**src/rtl/extirq_pkg.sv**
```systemverilog
package extirq_pkg;

    localparam int unsigned REG_IDX_W = 3;

    typedef enum logic [REG_IDX_W-1:0] {
        RIX_MASK   = 3'd0,
        RIX_SRCSEL = 3'd1,
        RIX_MSTAT  = 3'd2,
        RIX_RSTAT  = 3'd3,
        RIX_CLEAR  = 3'd4,
        RIX_POL    = 3'd5,
        RIX_SENSE  = 3'd6,
        RIX_SWREQ  = 3'd7
    } reg_idx_e;

endpackage

```
**src/rtl/extirq_sync.sv**
```systemverilog
module extirq_sync #(
    parameter int unsigned W      = 32,
    parameter int unsigned STAGES = 2
) (
    input  logic         clk,
    input  logic         rst_n,
    input  logic [W-1:0] din,
    output logic [W-1:0] dout
);

    logic [STAGES-1:0][W-1:0] stage_d;
    logic [STAGES-1:0][W-1:0] stage_q;

    for (genvar g = 0; g < STAGES; g++) begin : g_stage
        if (g == 0) begin : g_first
            always_comb stage_d[g] = din;
        end else begin : g_next
            always_comb stage_d[g] = stage_q[g-1];
        end
    end

    always_ff @(posedge clk or negedge rst_n) begin
        if (!rst_n) stage_q <= '0;
        else        stage_q <= stage_d;
    end

    assign dout = stage_q[STAGES-1];

endmodule

```
**src/rtl/extirq_detect.sv**
```systemverilog
module extirq_detect #(
    parameter int unsigned W = 32
) (
    input  logic         clk,
    input  logic         rst_n,
    input  logic [W-1:0] sync_i,
    input  logic [W-1:0] pol_i,
    input  logic [W-1:0] sense_i,
    input  logic [W-1:0] clr_i,
    input  logic [W-1:0] swset_i,
    output logic [W-1:0] lvl_act_o,
    output logic [W-1:0] sticky_o,
    output logic [W-1:0] raw_o
);

    typedef struct packed {
        logic [W-1:0] prev;
        logic [W-1:0] sticky;
    } det_t;

    det_t st_d, st_q;
    logic [W-1:0] trig;

    // per-line edge qualification chosen by polarity
    for (genvar i = 0; i < W; i++) begin : g_line
        always_comb begin
            if (pol_i[i]) trig[i] = sync_i[i] & ~st_q.prev[i];
            else          trig[i] = ~sync_i[i] & st_q.prev[i];
        end
    end

    always_comb begin
        st_d        = st_q;
        st_d.prev   = sync_i;
        // new events win over a clear in the same cycle
        st_d.sticky = (st_q.sticky & ~clr_i) | (sense_i & trig) | swset_i;
    end

    always_ff @(posedge clk or negedge rst_n) begin
        if (!rst_n) st_q <= '0;
        else        st_q <= st_d;
    end

    assign lvl_act_o = ~(sync_i ^ pol_i);
    assign sticky_o  = st_q.sticky;
    assign raw_o     = st_q.sticky | (~sense_i & lvl_act_o);

endmodule

```
**src/rtl/extirq_regs.sv**
```systemverilog
module extirq_regs
    import extirq_pkg::*;
#(
    parameter int unsigned W  = 32,
    parameter int unsigned AW = 5
) (
    input  logic          clk,
    input  logic          rst_n,
    input  logic          wr_i,
    input  logic [AW-1:0] addr_i,
    input  logic [W-1:0]  wdata_i,
    input  logic [W-1:0]  raw_i,
    input  logic [W-1:0]  masked_i,
    output logic [W-1:0]  rdata_o,
    output logic [W-1:0]  mask_o,
    output logic [W-1:0]  pol_o,
    output logic [W-1:0]  sense_o,
    output logic [W-1:0]  clr_o,
    output logic [W-1:0]  swset_o
);

    typedef struct packed {
        logic [W-1:0] mask;
        logic [W-1:0] src;
        logic [W-1:0] pol;
        logic [W-1:0] sense;
    } regs_t;

    regs_t    r_d, r_q;
    reg_idx_e idx;
    logic     aligned;
    logic     wr_ok;

    assign idx     = reg_idx_e'(addr_i[AW-1:2]);
    assign aligned = (addr_i[1:0] == 2'b00);
    assign wr_ok   = wr_i & aligned;

    always_comb begin
        r_d     = r_q;
        clr_o   = '0;
        swset_o = '0;
        if (wr_ok) begin
            unique case (idx)
                RIX_MASK:   r_d.mask  = wdata_i;
                RIX_SRCSEL: r_d.src   = wdata_i;
                RIX_POL:    r_d.pol   = wdata_i;
                RIX_SENSE:  r_d.sense = wdata_i;
                RIX_CLEAR:  clr_o     = wdata_i;
                RIX_SWREQ:  swset_o   = wdata_i;
                default:    ;
            endcase
        end
    end

    always_ff @(posedge clk or negedge rst_n) begin
        if (!rst_n) begin
            r_q.mask  <= '1;
            r_q.src   <= '0;
            r_q.pol   <= '1;
            r_q.sense <= '0;
        end else begin
            r_q <= r_d;
        end
    end

    always_comb begin
        rdata_o = '0;
        if (aligned) begin
            unique case (idx)
                RIX_MASK:   rdata_o = r_q.mask;
                RIX_SRCSEL: rdata_o = r_q.src;
                RIX_MSTAT:  rdata_o = masked_i;
                RIX_RSTAT:  rdata_o = raw_i;
                RIX_POL:    rdata_o = r_q.pol;
                RIX_SENSE:  rdata_o = r_q.sense;
                default:    rdata_o = '0;
            endcase
        end
    end

    assign mask_o  = r_q.mask;
    assign pol_o   = r_q.pol;
    assign sense_o = r_q.sense;

endmodule

```
**src/rtl/extirq_norm.sv**
```systemverilog
module extirq_norm #(
    parameter int unsigned NLINES      = 32,
    parameter int unsigned ADDR_W      = 5,
    parameter int unsigned SYNC_STAGES = 2
) (
    input  logic              clk_i,
    input  logic              rst_ni,
    input  logic [NLINES-1:0] irq_line_i,
    input  logic              bus_wr_i,
    input  logic [ADDR_W-1:0] bus_addr_i,
    input  logic [NLINES-1:0] bus_wdata_i,
    output logic [NLINES-1:0] bus_rdata_o,
    output logic [NLINES-1:0] irq_o
);

    logic [NLINES-1:0] sync_w;
    logic [NLINES-1:0] mask_w;
    logic [NLINES-1:0] pol_w;
    logic [NLINES-1:0] sense_w;
    logic [NLINES-1:0] clr_w;
    logic [NLINES-1:0] swset_w;
    logic [NLINES-1:0] lvl_act_w;
    logic [NLINES-1:0] sticky_w;
    logic [NLINES-1:0] raw_w;
    logic [NLINES-1:0] masked_w;

    extirq_sync #(.W(NLINES), .STAGES(SYNC_STAGES)) u_sync (
        .clk   (clk_i),
        .rst_n (rst_ni),
        .din   (irq_line_i),
        .dout  (sync_w)
    );

    extirq_detect #(.W(NLINES)) u_detect (
        .clk       (clk_i),
        .rst_n     (rst_ni),
        .sync_i    (sync_w),
        .pol_i     (pol_w),
        .sense_i   (sense_w),
        .clr_i     (clr_w),
        .swset_i   (swset_w),
        .lvl_act_o (lvl_act_w),
        .sticky_o  (sticky_w),
        .raw_o     (raw_w)
    );

    extirq_regs #(.W(NLINES), .AW(ADDR_W)) u_regs (
        .clk      (clk_i),
        .rst_n    (rst_ni),
        .wr_i     (bus_wr_i),
        .addr_i   (bus_addr_i),
        .wdata_i  (bus_wdata_i),
        .raw_i    (raw_w),
        .masked_i (masked_w),
        .rdata_o  (bus_rdata_o),
        .mask_o   (mask_w),
        .pol_o    (pol_w),
        .sense_o  (sense_w),
        .clr_o    (clr_w),
        .swset_o  (swset_w)
    );

    assign masked_w = raw_w & ~mask_w;
    assign irq_o    = masked_w;

endmodule

```
**config.mk**
```make
export PLATFORM = sky130hd
export DESIGN_NAME = extirq_norm
export DESIGN_NICKNAME = d
export VERILOG_FILES = /design/src/rtl/extirq_pkg.sv /design/src/rtl/extirq_sync.sv /design/src/rtl/extirq_detect.sv /design/src/rtl/extirq_regs.sv /design/src/rtl/extirq_norm.sv
export SDC_FILE = /design/constraint.sdc
export NUM_CORES = 1
export LEC_CHECK = 0
export ABC_AREA = 0
export ABC_CLOCK_PERIOD_IN_PS = 2900
export BUFFER_PORTS_ARGS = -buffer_cell sky130_fd_sc_hd__buf_2
export CORE_UTILIZATION = 49
export DETAILED_ROUTE_END_ITERATION = 7
export HOLD_SLACK_MARGIN = 0.05
export PLACE_DENSITY = 0.68
export SLEW_MARGIN = 20
export SYNTH_ARGS = -nofsm -noshare
export SYNTH_HDL_FRONTEND = slang
export SYNTH_HIERARCHICAL = 1
export SYNTH_SLANG_ARGS = --single-unit
```
**constraint.sdc**
```tcl
create_clock -name clk_i -period 2.9 [get_ports clk_i]
set_input_delay 0.58 -clock clk_i [delete_from_list [all_inputs] [get_ports clk_i]]
set_output_delay 0.58 -clock clk_i [all_outputs]
set_load 0.05 [all_outputs]
```
[Word level (Yosys, flattened, before mapping)]
Index checks and enable logic that the tools add are counted.
Word-level totals
  flip-flop bits (word level): 256
  output and inout bits: 64
  word-level logic and storage cells: 200
Operators by class
  eq/ne operators: 7
  muxes and demuxes: 38
  bitwise gates (word level): 141
  reduce and logical (&&, ||, !) cells: 6
Operators with widths (number)
  case mux 32 bit (6 select lines): 1
  2-to-1 mux 32 bit: 5
  AND 32 bit: 4
  inverter 32 bit: 4
  bitwise OR 32 bit: 3
  AND 1 bit: 65
  inverter 1 bit: 64
  2-to-1 mux 1 bit: 32
  XOR 32 bit: 1
  == test 3 bit, second input constant: 4
  AND reduction 2 bit: 4
  == test 3 x 2 -> 1 bit, second input constant: 2
  == test 3 x 1 -> 1 bit, second input constant: 1
  zero test 3 bit: 1
  zero test 2 bit: 1

[Longest topological paths before layout]
  word-level depth: 7
  gate-level depth with buffers: 8
  depth with buffers taken out: 6

[By module]
Netlist, hierarchy kept.
By module, submodules not included
  extirq_regs: times used 1, cells an instance 660, area an instance 7822.5 um2, seq. area each 3283.1 um2
  extirq_detect: times used 1, cells an instance 354, area an instance 3448.3 um2, seq. area each 1601.5 um2
  extirq_sync: times used 1, cells an instance 64, area an instance 1601.5 um2, seq. area each 1601.5 um2
  extirq_norm: times used 1, cells an instance 32, area an instance 440.4 um2, seq. area each 0.0 um2

[Worst setup path before layout]
No wires, ideal clock.
  kind: in2out
  start point: input port bus_addr_i[3]
  end point: output port bus_rdata_o[24]
  arrival time: 2.900 ns
  path slack: -0.580 ns
  stages: 6
  buffers on the path: 3
  path through: clkbuf_1 > clkbuf_1 > clkbuf_1 > mux4_2 > nor2_1 > a211oi_1
On the way
  word-level cells in the longest chain between the ends: 3
RTL lines
  start, declared: RTL line extirq_norm.sv:10  | input logic [ADDR_W-1:0] bus_addr_i,
  == test 3 bit, or another cell as far along: RTL line extirq_regs.sv:69  | unique case (idx)
  case mux 32 bit (6 select lines) (*): RTL line extirq_regs.sv:69
  2-to-1 mux 32 bit (*): RTL line extirq_regs.sv:68  | if (aligned) begin
  end, declared: RTL line extirq_norm.sv:12  | output logic [NLINES-1:0] bus_rdata_o,
Mark *: on every way between the ends. The rest lies on a longest branch, timed or not.

[Final worst setup path]
  start point: register u_regs.r_q (netlist bit u_regs/pol_o[30])
  end point: output port bus_rdata_o[30]
On the way
  word-level cells in the longest chain between the ends: 7
RTL lines
  start, declared: RTL line extirq_regs.sv:29  | regs_t r_d, r_q;
  start signal, assigned: RTL line extirq_regs.sv:62  | r_q <= r_d;
  XOR 32 bit (*): RTL line extirq_detect.sv:44  | assign lvl_act_o = ~(sync_i ^ pol_i);
  inverter 32 bit (*): RTL line extirq_detect.sv:44
  net lvl_act_w[30]: RTL line extirq_norm.sv:22  | logic [NLINES-1:0] lvl_act_w;
  AND 32 bit (*): RTL line extirq_detect.sv:46  | assign raw_o = st_q.sticky | (~sense_i & lvl_act_o);
  bitwise OR 32 bit (*): RTL line extirq_detect.sv:46
  net raw_w[30]: RTL line extirq_norm.sv:24  | logic [NLINES-1:0] raw_w;
  AND 32 bit: RTL line extirq_norm.sv:63  | assign masked_w = raw_w & ~mask_w;
  case mux 32 bit (6 select lines) (*): RTL line extirq_regs.sv:69
  2-to-1 mux 32 bit (*): RTL line extirq_regs.sv:68
The timed path passes the listed nets; every way through them passes the cells marked *.

==> flow_metrics.tcl <==
set metrics [dict create \
    skew_ps 12.51 \
    antenna_found_initial 2 \
    post_synth_instance_area_sq_um 13070 \
    fin_hold_ws_ps 138.9 \
    finalMaxSlewViolations 0 \
    ir_drop_v 0.0005705 \
    worstSetupStartpoint "u_regs/pol_o[30]$_DFFE_PN1P_" \
    die_h_um 165.3 \
    yosys_warnings 6 \
    total_power_w 0.01167 \
    fill_cells 2132 \
    cp-end-kind "primary output" \
    fin_crit_ps 2924 \
    max_cap_violations 0 \
    cp.arrival_ps 2340 \
    avgSynthCellArea_sq_um 12.13 \
    netlist_instances 1078 \
    drc 20 \
    final_util 0.5911 \
    cts_tree "yes" \
    ios 136 \
    area_delta_synth_final_pct 18.16 \
    status "complete, but fails checks" \
    min_from "irq_line_i[10]" \
    crit_path_top_delay_cell "dfstp_2" \
    first_pass_iters 7 \
    drtIter0Drc 475 \
    worstPathCellList "xnor2_2, a21o_1, nor2b_4, mux2i_1, o32a_1, a31oi_2, buf_6" \
    dp_slack_ps 188.2 \
    pwr_density_cell_nw_per_um2 755.8 \
    start_util 0.5002 \
    cp_slowest_stage_delay_ps 550 \
    period_share 1.008 \
    clkTransAtPathRegs_ps 60 \
    grt_max_degree 73 \
    rows 59 \
    worst_slew_pin_slew_ps 580.7 \
    cts_buffer_depth 3 \
    holdCritPathClass "input pin to flop" \
    grt_use_total 0.2171 \
    met1_length_um 13040 \
    gp_congestion 0.8062 \
    setup-violations-final 3 \
    wl_per_cell_um 19.06 \
    slew_headroom 0.6129 \
    wirelength_um 29220 \
    drive_gt1_frac 0.4762 \
    startpoint_type "flop" \
    dpl.cell_count 1441 \
    met2WireLength_um 13870 \
    vias 8343 \
    syn_nets 1150 \
    cts-root-buf "clkbuf_16" \
    clock.fmax_mhz 342.0 \
    cp_top_family "compound AO/OA/AOI/OAI gates" \
    dr_wl_met3_um 1549 \
    coreArea_sq_um 26130 \
    rsz0062_at_grt "true" \
    leakagePower_nw 6.880 \
    cts_made_buffers 29 \
    reg2reg_from "u_regs/pol_o[5]$_DFFE_PN1P_" \
    required_ps 2320 \
    cp_max_fo 2 \
    die_w_um 165.3 \
    grt_pass1_vias 8281 \
    setup_slack_ps -24.39 \
    failed_checks "design-rule violations, negative setup slack" \
    io_buffer_count 135 \
    grt_pass1_wl_um 45520 \
    cts_htree_levels 1 \
    worst-path-buf-inv 1 \
    top_layer "met5" \
    gr-total-overflow 0 \
    clk_latency_ps 540 \
    nets 1247 \
    ant_nets 0 \
    stdcell_count 1533 \
    cts_sinks 256 \
    die_area_sq_um 27340 \
    crit_type "flop to primary output" \
    hold_violations 0 \
    via_per_inst 5.442 \
    dp_hpwl_um 19260 \
]
[per-stage QoR]
stage	TNS [ps]	instance area [sq um]
6_report	-53.33	15450
5_1_grt	-580.6	15440
4_1_cts	-86.92	15240
3_5_place_dp	0	13860
3_3_place_gp	0	13860
2_1_floorplan	-1183	13240
[registers in the layout, indices dropped and copies added, names as in the netlist]
name,cells
u_detect/st_q,32
u_detect/sticky_o,32
u_regs/mask_o,32
u_regs/pol_o,32
u_regs/r_q,32
u_regs/sense_o,32
u_sync/dout,32
u_sync/stage_d,32
[worst reg2reg max path, stage by stage (launching register included)]
cell and delay (ps):
dfstp_2 560, buf_4 110, buf_4 110, o22ai_1 70
a221o_1 300
[cell usage in the layout (no fill, tap or decap), types with 5 or more instances in the layout]
| cell type | count |
|---|---|
| dfstp_2 | 64 |
| inv_1 | 65 |
| a21o_1 | 32 |
| a221o_1 | 30 |
| nand2b_1 | 32 |
| or3b_2 | 8 |
| mux2i_1 | 26 |
| xnor2_2 | 8 |
| a22oi_1 | 17 |
| and2_1 | 64 |
| buf_2 | 108 |
| buf_4 | 72 |
| nor2_2 | 5 |
| o21a_1 | 8 |
| o21ai_0 | 9 |
| mux4_2 | 16 |
| a211oi_2 | 5 |
| buf_12 | 10 |
| clkbuf_16 | 29 |
| a211oi_4 | 11 |
| nand3_1 | 9 |
| a21oi_1 | 14 |
| nand2_1 | 31 |
| clkbuf_8 | 5 |
| buf_6 | 19 |
| dfrtp_1 | 192 |
| xnor2_1 | 24 |
| nor2b_4 | 33 |
| mux2_4 | 30 |
| nor2_4 | 12 |
| o22ai_1 | 38 |
| clkinv_2 | 8 |
| and3b_1 | 6 |
| mux2_2 | 104 |
[timing repair]
item,4_1_cts,5_1_grt
pin swaps,15,45
resized for setup,60,28
hold buffers,1,0
gates cloned,0,0
setup buffers,22,15
hold endpoints to repair,30,0
endpoints found under the setup margin,17,25
[area by class of cell]
| class | instances | area [sq um] | area share |
|---|---|---|---|
| antenna | 1 | 2.502 | 0.0001620 |
| clock buffer | 38 | 809.5 | 0.05241 |
| clock inverter | 15 | 183.9 | 0.01191 |
| inverter | 65 | 244.0 | 0.01580 |
| multi-input combinational | 610 | 5766 | 0.3733 |
| sequential | 256 | 6486 | 0.4199 |
| tap | 335 | 419.2 | 0.02714 |
| timing repair buffer | 213 | 1535 | 0.09939 |
[worst paths after layout]
path / end / slack, ps / cells after the start
max in group asynchronous: u_regs/pol_o[28]$_DFFE_PN1P_ / 1440 / 3
worst min-delay path: u_sync/stage_d[42]$_DFF_PN0_ / 140 / 1
worst min register to register: u_sync/dout[4]$_DFF_PN0_ / 350 / 0
worst max register to register: u_detect/sticky_o[5]$_DFF_PN0_ / 1640 / 4
min in group asynchronous: u_detect/sticky_o[17]$_DFF_PN0_ / 620 / 2
worst max-delay path: bus_rdata_o[30] / -20 / 7
[power breakdown]
| group | internal (W) | switching, W |
|---|---|---|
| clock | 0.00231 | 0.00145 |
| sequential | 0.00427 | 0.000494 |
| combinational | 0.00149 | 0.00165 |
[metal layers]
| metal | track usage | vias to the layer above |
|---|---|---|
| li1 | - | 3868 |
| met1 | 0.2993 | 4198 |
| met2 | 0.3551 | 229 |
| met3 | 0.03397 | 46 |
| met4 | 0.06116 | 2 |
| met5 | 0 | - |
Power figures use the tool's default switching activity.
